==> src/rtl/sfs_pkg.sv <==
package sfs_pkg;
  typedef enum logic [2:0] {
    ST_IDLE, ST_CHARGE, ST_RUN, ST_DISCH, ST_FAULT
  } sfs_state_e;

  typedef enum logic [2:0] {
    RC_HOLD, RC_ZERO, RC_LOAD, RC_UP, RC_DOWN
  } ramp_cmd_e;
endpackage

==> src/rtl/sfs_ramp.sv <==
module sfs_ramp
  import sfs_pkg::*;
#(
  parameter int RAMP_MAX  = 64,
  parameter int START_LVL = 16,
  parameter int LOW_THR   = 4,
  parameter int CHG_DIV   = 2,
  parameter int DIS_DIV   = 1,
  parameter int RAMP_W    = 7
) (
  input  logic              clk_i,
  input  logic              rst_ni,
  input  ramp_cmd_e         cmd_i,
  output logic [RAMP_W-1:0] ramp_o,
  output logic              at_max_o,
  output logic              at_low_o
);
  localparam int DIV_MAX = (CHG_DIV > DIS_DIV) ? CHG_DIV : DIS_DIV;
  localparam int DIV_W   = $clog2(DIV_MAX + 1);
  localparam logic [RAMP_W-1:0] MAX_V   = RAMP_W'(RAMP_MAX);
  localparam logic [RAMP_W-1:0] START_V = RAMP_W'(START_LVL);
  localparam logic [RAMP_W-1:0] LOW_V   = RAMP_W'(LOW_THR);
  localparam logic [DIV_W-1:0]  CHG_END = DIV_W'(CHG_DIV - 1);
  localparam logic [DIV_W-1:0]  DIS_END = DIV_W'(DIS_DIV - 1);

  logic [RAMP_W-1:0] ramp_q;
  logic [DIV_W-1:0]  div_q;

  always_ff @(posedge clk_i or negedge rst_ni) begin
    if (!rst_ni) begin
      ramp_q <= '0;
      div_q  <= '0;
    end else begin
      unique case (cmd_i)
        RC_ZERO: begin
          ramp_q <= '0;
          div_q  <= '0;
        end
        RC_LOAD: begin
          ramp_q <= START_V;
          div_q  <= '0;
        end
        RC_UP: begin
          if (ramp_q < MAX_V) begin
            if (div_q == CHG_END) begin
              ramp_q <= ramp_q + RAMP_W'(1);
              div_q  <= '0;
            end else begin
              div_q <= div_q + DIV_W'(1);
            end
          end
        end
        RC_DOWN: begin
          if (ramp_q > LOW_V) begin
            if (div_q == DIS_END) begin
              ramp_q <= ramp_q - RAMP_W'(1);
              div_q  <= '0;
            end else begin
              div_q <= div_q + DIV_W'(1);
            end
          end
        end
        default: div_q <= '0;
      endcase
    end
  end

  assign ramp_o   = ramp_q;
  assign at_max_o = (ramp_q == MAX_V);
  assign at_low_o = (ramp_q <= LOW_V);

  AST_RAMP_BOUND: assert property (@(posedge clk_i) disable iff (!rst_ni)
    ramp_q <= MAX_V);
  AST_UP_STEP: assert property (@(posedge clk_i) disable iff (!rst_ni)
    (cmd_i == RC_UP) |=> (ramp_q == $past(ramp_q) || ramp_q == $past(ramp_q) + RAMP_W'(1)));
  AST_DOWN_FLOOR: assert property (@(posedge clk_i) disable iff (!rst_ni)
    (cmd_i == RC_DOWN && ramp_q >= LOW_V) |=> ramp_q >= LOW_V);
endmodule

==> src/rtl/sfs_fault_ctr.sv <==
module sfs_fault_ctr #(
  parameter int OC_LIMIT = 3,
  parameter int CNT_W    = 2
) (
  input  logic             clk_i,
  input  logic             rst_ni,
  input  logic             inc_i,
  input  logic             ov_i,
  output logic [CNT_W-1:0] cnt_o,
  output logic             fault_o
);
  localparam logic [CNT_W-1:0] LIM_V  = CNT_W'(OC_LIMIT);
  localparam logic [CNT_W-1:0] LAST_V = CNT_W'(OC_LIMIT - 1);

  logic [CNT_W-1:0] cnt_q;
  logic             fault_q;

  always_ff @(posedge clk_i or negedge rst_ni) begin
    if (!rst_ni) begin
      cnt_q   <= '0;
      fault_q <= 1'b0;
    end else if (!fault_q) begin
      if (ov_i) fault_q <= 1'b1;
      if (inc_i && cnt_q < LIM_V) begin
        cnt_q <= cnt_q + CNT_W'(1);
        if (cnt_q == LAST_V) fault_q <= 1'b1;
      end
    end
  end

  assign cnt_o   = cnt_q;
  assign fault_o = fault_q;

  AST_FAULT_STICKY: assert property (@(posedge clk_i) disable iff (!rst_ni)
    fault_q |=> fault_q);
  AST_OV_LATCH: assert property (@(posedge clk_i) disable iff (!rst_ni)
    ov_i |=> fault_q);
  AST_CNT_MONO: assert property (@(posedge clk_i) disable iff (!rst_ni)
    1'b1 |=> cnt_q >= $past(cnt_q));
  AST_CNT_SAT: assert property (@(posedge clk_i) disable iff (!rst_ni)
    cnt_q <= LIM_V);
  AST_LIMIT_FAULT: assert property (@(posedge clk_i) disable iff (!rst_ni)
    (cnt_q == LIM_V) |-> fault_q);
endmodule

==> src/rtl/sfs_ctrl.sv <==
module sfs_ctrl
  import sfs_pkg::*;
(
  input  logic      clk_i,
  input  logic      rst_ni,
  input  logic      go_i,
  input  logic      oc_i,
  input  logic      luv_i,
  input  logic      fault_i,
  input  logic      at_max_i,
  input  logic      at_low_i,
  output ramp_cmd_e cmd_o,
  output logic      inc_o,
  output logic      reg_en_o,
  output logic      done_o
);
  sfs_state_e st_q, st_d;
  logic       pend_q, pend_d;

  always_comb begin
    st_d   = st_q;
    pend_d = pend_q;
    cmd_o  = RC_HOLD;
    inc_o  = 1'b0;
    if (fault_i) begin
      st_d   = ST_FAULT;
      cmd_o  = RC_ZERO;
      pend_d = 1'b0;
    end else begin
      unique case (st_q)
        ST_IDLE: begin
          cmd_o  = RC_ZERO;
          pend_d = 1'b0;
          if (go_i) begin
            st_d  = ST_CHARGE;
            cmd_o = RC_LOAD;
          end
        end
        ST_CHARGE: begin
          if (!go_i) begin
            st_d   = ST_IDLE;
            cmd_o  = RC_ZERO;
            pend_d = 1'b0;
          end else if (at_max_i) begin
            pend_d = 1'b0;
            if (pend_q || oc_i) begin
              st_d  = ST_DISCH;
              inc_o = 1'b1;
            end else begin
              st_d = ST_RUN;
            end
          end else begin
            cmd_o = RC_UP;
            if (oc_i) pend_d = 1'b1;  // count deferred until full scale
          end
        end
        ST_RUN: begin
          if (!go_i) begin
            st_d  = ST_IDLE;
            cmd_o = RC_ZERO;
          end else if (oc_i || luv_i) begin
            st_d  = ST_DISCH;
            inc_o = 1'b1;
          end
        end
        ST_DISCH: begin
          if (!go_i) begin
            st_d  = ST_IDLE;
            cmd_o = RC_ZERO;
          end else if (at_low_i) begin
            st_d  = ST_CHARGE;
            cmd_o = RC_LOAD;
          end else begin
            cmd_o = RC_DOWN;
          end
        end
        ST_FAULT: cmd_o = RC_ZERO;
        default: begin
          st_d  = ST_IDLE;
          cmd_o = RC_ZERO;
        end
      endcase
    end
  end

  always_ff @(posedge clk_i or negedge rst_ni) begin
    if (!rst_ni) begin
      st_q   <= ST_IDLE;
      pend_q <= 1'b0;
    end else begin
      st_q   <= st_d;
      pend_q <= pend_d;
    end
  end

  assign reg_en_o = (st_q == ST_RUN) || (st_q == ST_CHARGE && !pend_q);
  assign done_o   = (st_q == ST_RUN);

  AST_LUV_BLANK: assert property (@(posedge clk_i) disable iff (!rst_ni)
    (st_q == ST_CHARGE && !pend_q && !oc_i) |-> !inc_o);
  AST_PEND_INHIBIT: assert property (@(posedge clk_i) disable iff (!rst_ni)
    (st_q == ST_CHARGE && oc_i && go_i) |=> !reg_en_o);
  AST_RUN_FULL: assert property (@(posedge clk_i) disable iff (!rst_ni)
    (st_q == ST_RUN) |-> at_max_i);
endmodule

==> src/rtl/softstart_fault_seq.sv <==
module softstart_fault_seq
  import sfs_pkg::*;
#(
  parameter int N_SUP     = 3,
  parameter int RAMP_MAX  = 64,
  parameter int START_LVL = 16,
  parameter int LOW_THR   = 4,
  parameter int CHG_DIV   = 2,
  parameter int DIS_DIV   = 1,
  parameter int OC_LIMIT  = 3,
  localparam int RAMP_W   = $clog2(RAMP_MAX + 1),
  localparam int CNT_W    = $clog2(OC_LIMIT + 1)
) (
  input  logic              clk_i,
  input  logic              rst_ni,
  input  logic [N_SUP-1:0]  sup_rdy_i,
  input  logic              oc_i,
  input  logic              ov_i,
  input  logic              luv_i,
  input  logic              shdn_i,
  input  logic              inhib_i,
  output logic [RAMP_W-1:0] ramp_o,
  output logic              reg_en_o,
  output logic              ramp_done_o,
  output logic              fault_o,
  output logic [CNT_W-1:0]  oc_cnt_o
);
  logic      go, inc, at_max, at_low;
  ramp_cmd_e cmd;

  assign go = (&sup_rdy_i) && !shdn_i && !inhib_i;

  sfs_ctrl u_ctrl (
    .clk_i    (clk_i),
    .rst_ni   (rst_ni),
    .go_i     (go),
    .oc_i     (oc_i),
    .luv_i    (luv_i),
    .fault_i  (fault_o),
    .at_max_i (at_max),
    .at_low_i (at_low),
    .cmd_o    (cmd),
    .inc_o    (inc),
    .reg_en_o (reg_en_o),
    .done_o   (ramp_done_o)
  );

  sfs_ramp #(
    .RAMP_MAX (RAMP_MAX),
    .START_LVL(START_LVL),
    .LOW_THR  (LOW_THR),
    .CHG_DIV  (CHG_DIV),
    .DIS_DIV  (DIS_DIV),
    .RAMP_W   (RAMP_W)
  ) u_ramp (
    .clk_i    (clk_i),
    .rst_ni   (rst_ni),
    .cmd_i    (cmd),
    .ramp_o   (ramp_o),
    .at_max_o (at_max),
    .at_low_o (at_low)
  );

  sfs_fault_ctr #(
    .OC_LIMIT (OC_LIMIT),
    .CNT_W    (CNT_W)
  ) u_fault (
    .clk_i   (clk_i),
    .rst_ni  (rst_ni),
    .inc_i   (inc),
    .ov_i    (ov_i),
    .cnt_o   (oc_cnt_o),
    .fault_o (fault_o)
  );

  AST_FAULT_OFF: assert property (@(posedge clk_i) disable iff (!rst_ni)
    fault_o |=> (ramp_o == '0 && !reg_en_o));
  AST_STOP_OFF: assert property (@(posedge clk_i) disable iff (!rst_ni)
    !go |=> (ramp_o == '0 && !reg_en_o));
endmodule

==> config.mk <==
export PLATFORM = sky130hd
export DESIGN_NAME = softstart_fault_seq
export DESIGN_NICKNAME = d
export VERILOG_FILES = /design/src/rtl/sfs_pkg.sv /design/src/rtl/sfs_ramp.sv /design/src/rtl/sfs_fault_ctr.sv /design/src/rtl/sfs_ctrl.sv /design/src/rtl/softstart_fault_seq.sv
export SDC_FILE = /design/constraint.sdc
export NUM_CORES = 1
export LEC_CHECK = 0
export CORE_ASPECT_RATIO = 0.6
export CORE_MARGIN = 5
export CORE_UTILIZATION = 53
export CTS_CLUSTER_DIAMETER = 30
export DETAILED_ROUTE_END_ITERATION = 12
export PLACE_DENSITY_LB_ADDON = 0.12
export SLEW_MARGIN = 20
export SYNTH_ARGS = -nofsm -noshare
export SYNTH_HDL_FRONTEND = slang
export SYNTH_SLANG_ARGS = --single-unit
==> constraint.sdc <==
create_clock -name clk_i -period 3.4 [get_ports clk_i]
set_input_delay 0.68 -clock clk_i [delete_from_list [all_inputs] [get_ports clk_i]]
set_output_delay 0.68 -clock clk_i [all_outputs]
set_load 0.05 [all_outputs]
== After elaboration in Yosys (flattened, before gate mapping) ==
Cells that the tools add are included.
Storage, ports and cells
  register bits: 16
  bits in latches: 0
  memory bits (writable): 0
  memory bits (read-only): 0
  input bits: 10
  output and inout port bits: 12
  word-level logic and storage cells: 100
  memories kept: 0
Operators by class
  add/subtract/negate cells: 4
  multiply operators: 0
  div/mod/pow operators: 0
  order comparisons: 4
  eq/ne operators: 21
  shift-type cells: 0
  mux-type cells: 44
  bitwise gates (word level): 1
  reductions and logical operators: 20
Operators with widths (number)
  $mux 3: 12
  $mux 7: 4
  $pmux 7 s4: 1
  $mux 1: 16
  $pmux 3 s5: 1
  $eq 3x2->1 const B: 4
  $mux 2: 6
  $ne 4x3->1 const B: 3
  $pmux 3 s4: 1
  $ne 2x1->1 const B: 5
  $reduce_and 5->1: 2
  $add 7x1->7 const B: 1
  $eq 7x7->1 const B: 1
  $gt 7x3->1 const B: 1
  $le 7x3->1 const B: 1
  $lt 7x7->1 const B: 1
  $sub 7x1->7 const B: 1
  $eq 3x1->1 const B: 2
  $eq 3x3->1 const B: 2
  $reduce_and 2->1: 3
  $ne 5x4->1 const B: 1
  $add 2x1->2 const B: 2
  $logic_and 1x1->1: 4
  $pmux 1 s2: 2
  13 further kinds: 17

== Depth between registers and ports, before layout ==
  depth after elaboration: 9
  gate-level depth with buffers: 12
  depth with buffers taken out: 11

== By module ==
A second synthesis with hierarchy kept.
Second synthesis, totals
  cells, all modules: 129
  area total of the unflattened synthesis: 1301.2 µm²
By module, submodules not included
  sfs_ramp: instances 1, cells each 79, area an instance 822.0 µm², sequential area each 225.2 µm²
  sfs_ctrl: instances 1, cells each 36, area an instance 307.8 µm², sequential area each 100.1 µm²
  sfs_fault_ctr: instances 1, cells each 12, area an instance 158.9 µm², sequential area each 75.1 µm²
  softstart_fault_seq: instances 1, cells each 2, area an instance 12.5 µm², sequential area each 0.0 µm²

== Worst setup path before layout ==
No wires, ideal clock.
  path kind: input-to-reg
  from: input shdn_i
  to: register u_ramp.ramp_q[6] (netlist: u_ramp.ramp_o[6])
  setup time: 102 ps
  arrival time: 3017 ps
  data required time: 3298 ps
  setup slack: 281 ps
  stages on the path: 11
  cell sequence: nand2b_4 -> nor4b_1 -> nor3b_4 -> inv_1 -> fa_1 -> nor2b_1 -> o31ai_1 -> a21oi_1 -> xnor2_1 -> o211ai_1 -> o311ai_2
Between the ends
  cells in the longest elaborated chain, start to end: 9
  elaborated cells on any way between the ends: 20
  classes of those cells: 8 x eq/ne; 7 x mux; 5 x reduce/logical
RTL lines
  start: declaration: RTL line softstart_fault_seq.sv:20  | input logic shdn_i,
  $logic_not 1->1 (*): RTL line softstart_fault_seq.sv:31  | assign go = (&sup_rdy_i) && !shdn_i && !inhib_i;
  $logic_and 1x1->1 (*) (2 in series): RTL line softstart_fault_seq.sv:31
  $mux 3 (tied with other cells): RTL line sfs_ctrl.sv:67  | if (!go_i) begin
  $pmux 3 s4 (*): RTL line sfs_ctrl.sv:30  | unique case (st_q)
  $mux 3 (*): RTL line sfs_ctrl.sv:25  | if (fault_i) begin
  $eq 3x3->1 (tied with other cells): RTL line sfs_ramp.sv:34  | unique case (cmd_i)
  $ne 2x1->1 (no line) or $reduce_bool 4->1 (tied branches)
  $reduce_and 5->1 (no line)
  end signal: assignment: RTL line sfs_ramp.sv:46  | ramp_q <= ramp_q + RAMP_W'(1);
  end signal: assignment: RTL line sfs_ramp.sv:56  | ramp_q <= ramp_q - RAMP_W'(1);
  end: declaration: RTL line sfs_ramp.sv:26  | logic [RAMP_W-1:0] ramp_q;
Every way passes the cells marked *; elsewhere a longest branch is shown, timed or not.
A chain may end at the register's enable or synchronous reset.

== Worst setup path in the final report ==
  from: input inhib_i
  to: register u_ramp.ramp_q[6] (netlist: u_ramp.ramp_o[6])
Between the ends
  cells in the longest elaborated chain, start to end: 8
  elaborated cells on any way between the ends: 19
  classes of those cells: 8 x eq/ne; 7 x mux; 4 x reduce/logical
RTL lines
  start: declaration: RTL line softstart_fault_seq.sv:21  | input logic inhib_i,
  $logic_not 1->1 (*): RTL line softstart_fault_seq.sv:31
  $logic_and 1x1->1 (*): RTL line softstart_fault_seq.sv:31
  $mux 3 (tied with other cells): RTL line sfs_ctrl.sv:67
  $pmux 3 s4 (*): RTL line sfs_ctrl.sv:30
  $mux 3 (*): RTL line sfs_ctrl.sv:25
  $eq 3x3->1 (tied with other cells): RTL line sfs_ramp.sv:34
  $ne 2x1->1 (no line) or $reduce_bool 4->1 (tied branches)
  $reduce_and 5->1 (no line)
Marked as above.

==> out/metrics.yaml <==
clocking:
  clock_latency_ns: 0.25
  cts-root-buf: "clkbuf_8"
  cts_made_buffers: 3
  post_cts.repair.setup_buffers: 0
  clk_pin_slew_ns: 0.06
  cts_buffer_depth: 2
  cts_htree_levels: 1
  cts_tree: "yes"
  numClockSinks: 16
  hold_buffers: 0
drt:
  drt_iter0_drc: 113
  firstDrtPassIters: 4
  route.detailed.wl_per_inst_um: 16.1
  ant_nets: 0
  vias: 1141
  drc: 0
  drt-total-wl_um: 3180
  vias_per_cell: 5.76
placement:
  hpwlAfterDp_um: 2530
  place.gp.congestion: 0.846
  post-place-ws_ns: -0.0762
  port_buffers: 21
  placed_cell_area_mm2: 0.00161
  place_inst: 194
outcome:
  status: "finished clean"
logic_synthesis:
  synthArstFlopShare_pct: 100
  syn_area_per_cell_um2: 9.79
  ys_seq_area_share_pct: 30.1
  synth_area_mm2: 0.00133
  ys_seq_elements: 16
  syn_nets: 158
  synth_top_area_cell: "dfrtp_1"
  synth_edf_count: 0
  synth_top_area_share_pct: 30.1
  synth_ff_type: "dfrtp_1"
  synth_cell_types: 55
  synthCells: 136
  netlist_top_cells_area: "dfrtp_1 (30%), ha_1 (10%), inv_1 (3.9%)"
  yosys_warnings: 0
worst_setup_path:
  crit_path_start_kind: "input port"
  r2r_cells: 12
  r2r_start: "u_ctrl.st_q[1]"
  reg2reg_to: "u_ramp.ramp_o[6]"
  crit_type: "input port to flop"
  crit_fanout: 4
  r2r_slack_ns: 0.59
  endpoint_kind: "flop"
  cp.arrival_ns: 3.34
  required_ns: 3.55
die:
  die_w_um: 74.7
  fp.dieH_um: 48.8
  ios: 22
  rows: 14
  start_util_pct: 54.3
  dieArea_mm2: 0.00365
  core-area_mm2: 0.00245
power:
  p_int_uw: 306
  leakage_uw: 0.000728
  p_sw_share_pct: 20.2
  p_seq_share_pct: 49.8
  vdd.ir_drop.worst_mv: 0.186
  pwr-share-clk_pct: 44.4
  powerDensity_mw_per_mm2: 229
  comb_power_share_pct: 5.8
  p_switching_uw: 77.4
sta:
  clock.fmax_mhz: 313
  tns_ns: 0
  fin_crit_ns: 3.20
  skew_ns: 0.00300
  rsz0062_at_grt: "no"
  maxSlewViolCount: 0
  relSlewSlack_pct: 51.0
  tightest_slew_ns: 0.733
  timing.final.ws_setup_ns: 0.204
  worst_hold_slack_ns: 0.571
  final-hold-violation-count: 0
  period_share_pct: 94.0
  setup_violations: 0
layout:
  drive_above_1_share_pct: 18.1
  n_antenna_cell: 0
  mostFrequentLayoutCells: "clkdlybuf4s50_1 (21), dfrtp_1 (16), inv_1 (14), nor2_1 (12), ha_1 (11)"
  final_area_mm2: 0.00167
  final_nets: 189
  areaGrowthSynthToFinish_pct: 25.5
  final_common_cell: "clkdlybuf4s50_1"
  fin_cells: 198
flow_run:
  maxCapViolCount: 0
min_path:
  holdPathStages: 2
  hp-class: "flop to flop"
  min_from: "u_fault.cnt_o[1]"
  hold_end: "u_fault.cnt_o[1]"
global_routing:
  grt_first_pass_wirelength_um: 5310
  gr-total-overflow: 0
  grt_antenna_before_repair: 0
  grtUsageTotal_pct: 18.7
  grt_pass1_vias: 1105
  grt_max_degree: 17
stage by stage:
step / total power [uW] / utilization (%)
3_3_place_gp: 216 / 65.6
6_report: 383 / 68.1
5_1_grt: 396 / 68.1
3_5_place_dp: 216 / 65.6
4_1_cts: 387 / 67.9
2_1_floorplan: 199 / -
per-layer routing:
metal  part of all wire, %  wire length, um  up-vias  track usage [%]
li1                      -                -      556                -
met1                    48             1530      544             27.8
met2                    44             1400       39             27.0
met3                   7.8              248        2             6.17
met4                  0.25                8        0             2.37
met5                     0                0        -                0
synthesized netlist by cell type, drive strengths merged (2+ instances only):
cell / n
xnor2: 3
a211o: 3
mux2i: 3
a21o: 3
or3: 3
nand2: 9
buf: 2
xor2: 2
o221ai: 2
a21oi: 8
nand2b: 2
or4: 2
o21bai: 2
nor2: 12
nand3: 3
o311ai: 2
o2bb2ai: 2
o21ai: 4
o21a: 2
o211ai: 3
ha: 11
dfrtp: 16
nor4: 2
inv: 14
a2bb2oi: 2
worst max path at each step:
stage | depth (start not counted) | slack [ns] | end | start
after floorplan | 11 | 0.28 | u_ramp.ramp_o[6] | shdn_i
after global placement | 13 | 0.03 | u_ramp.ramp_o[6] | sup_rdy_i[2]
after detailed placement | 13 | -0.08 | u_ramp.ramp_o[6] | inhib_i
after CTS | 13 | 0.17 | u_ramp.ramp_o[6] | inhib_i
after global routing | 13 | 0.004 | u_ramp.ramp_o[6] | inhib_i
final | 13 | 0.20 | u_ramp.ramp_o[6] | inhib_i
timing repair:
action | CTS | global route
endpoints found under the setup margin | 0 | 1
gates resized for setup | 0 | 1
hold endpoints to repair | 0 | 0
state kept, by name (all words and copies together) (netlist names):
register	count
u_ctrl.pend_q	1
u_ctrl.st_q	3
u_fault.cnt_o	2
u_fault.fault_o	1
u_ramp.div_q	2
u_ramp.ramp_o	7
worst max-delay path, cell delays in order:
cell             delay (ns)
clkdlybuf4s50_1        0.42
nand4b_1               0.20
nor4b_2                0.24
buf_4                  0.16
nor3b_4                0.23
inv_1                  0.12
fa_1                   0.42
nor2b_1                0.17
o31ai_1                0.11
a21oi_1                0.16
xnor2_1                0.17
o211ai_1               0.14
o311ai_2               0.11
logic make-up after synthesis:
| family | after synthesis | synth area share [%] |
|---|---|---|
| XOR/XNOR | 5 | 3.29 |
| buffers and inverters | 17 | 6.39 |
| adder cells (fa/ha/maj) | 12 | 11.8 |
| flip-flops | 16 | 30.1 |
| AND/OR/NAND/NOR | 42 | 20.2 |
| multiplexers | 4 | 3.10 |
| AO/OA/AOI/OAI | 40 | 25.1 |
power by group through the flow:
stage | registers [uW] | clock network, uW | logic [uW]
floorplan | 195 | 0 | 3.95
detailed placement | 194 | 0 | 22.0
finish | 191 | 170 | 22.1
CTS | 191 | 174 | 22.1
global placement | 194 | 0 | 21.6
global route | 190 | 182 | 24.3
layout make-up:
| cell class | count | area, um^2 |
|---|---|---|
| timing repair buffer | 29 | 270 |
| clock buffer | 4 | 55.1 |
| fill | 189 | 782 |
| multi-input combinational | 103 | 852 |
| sequential | 16 | 400 |
| inverter | 14 | 52.6 |
| tap | 32 | 40.0 |
(Power assumes the default switching activity.)
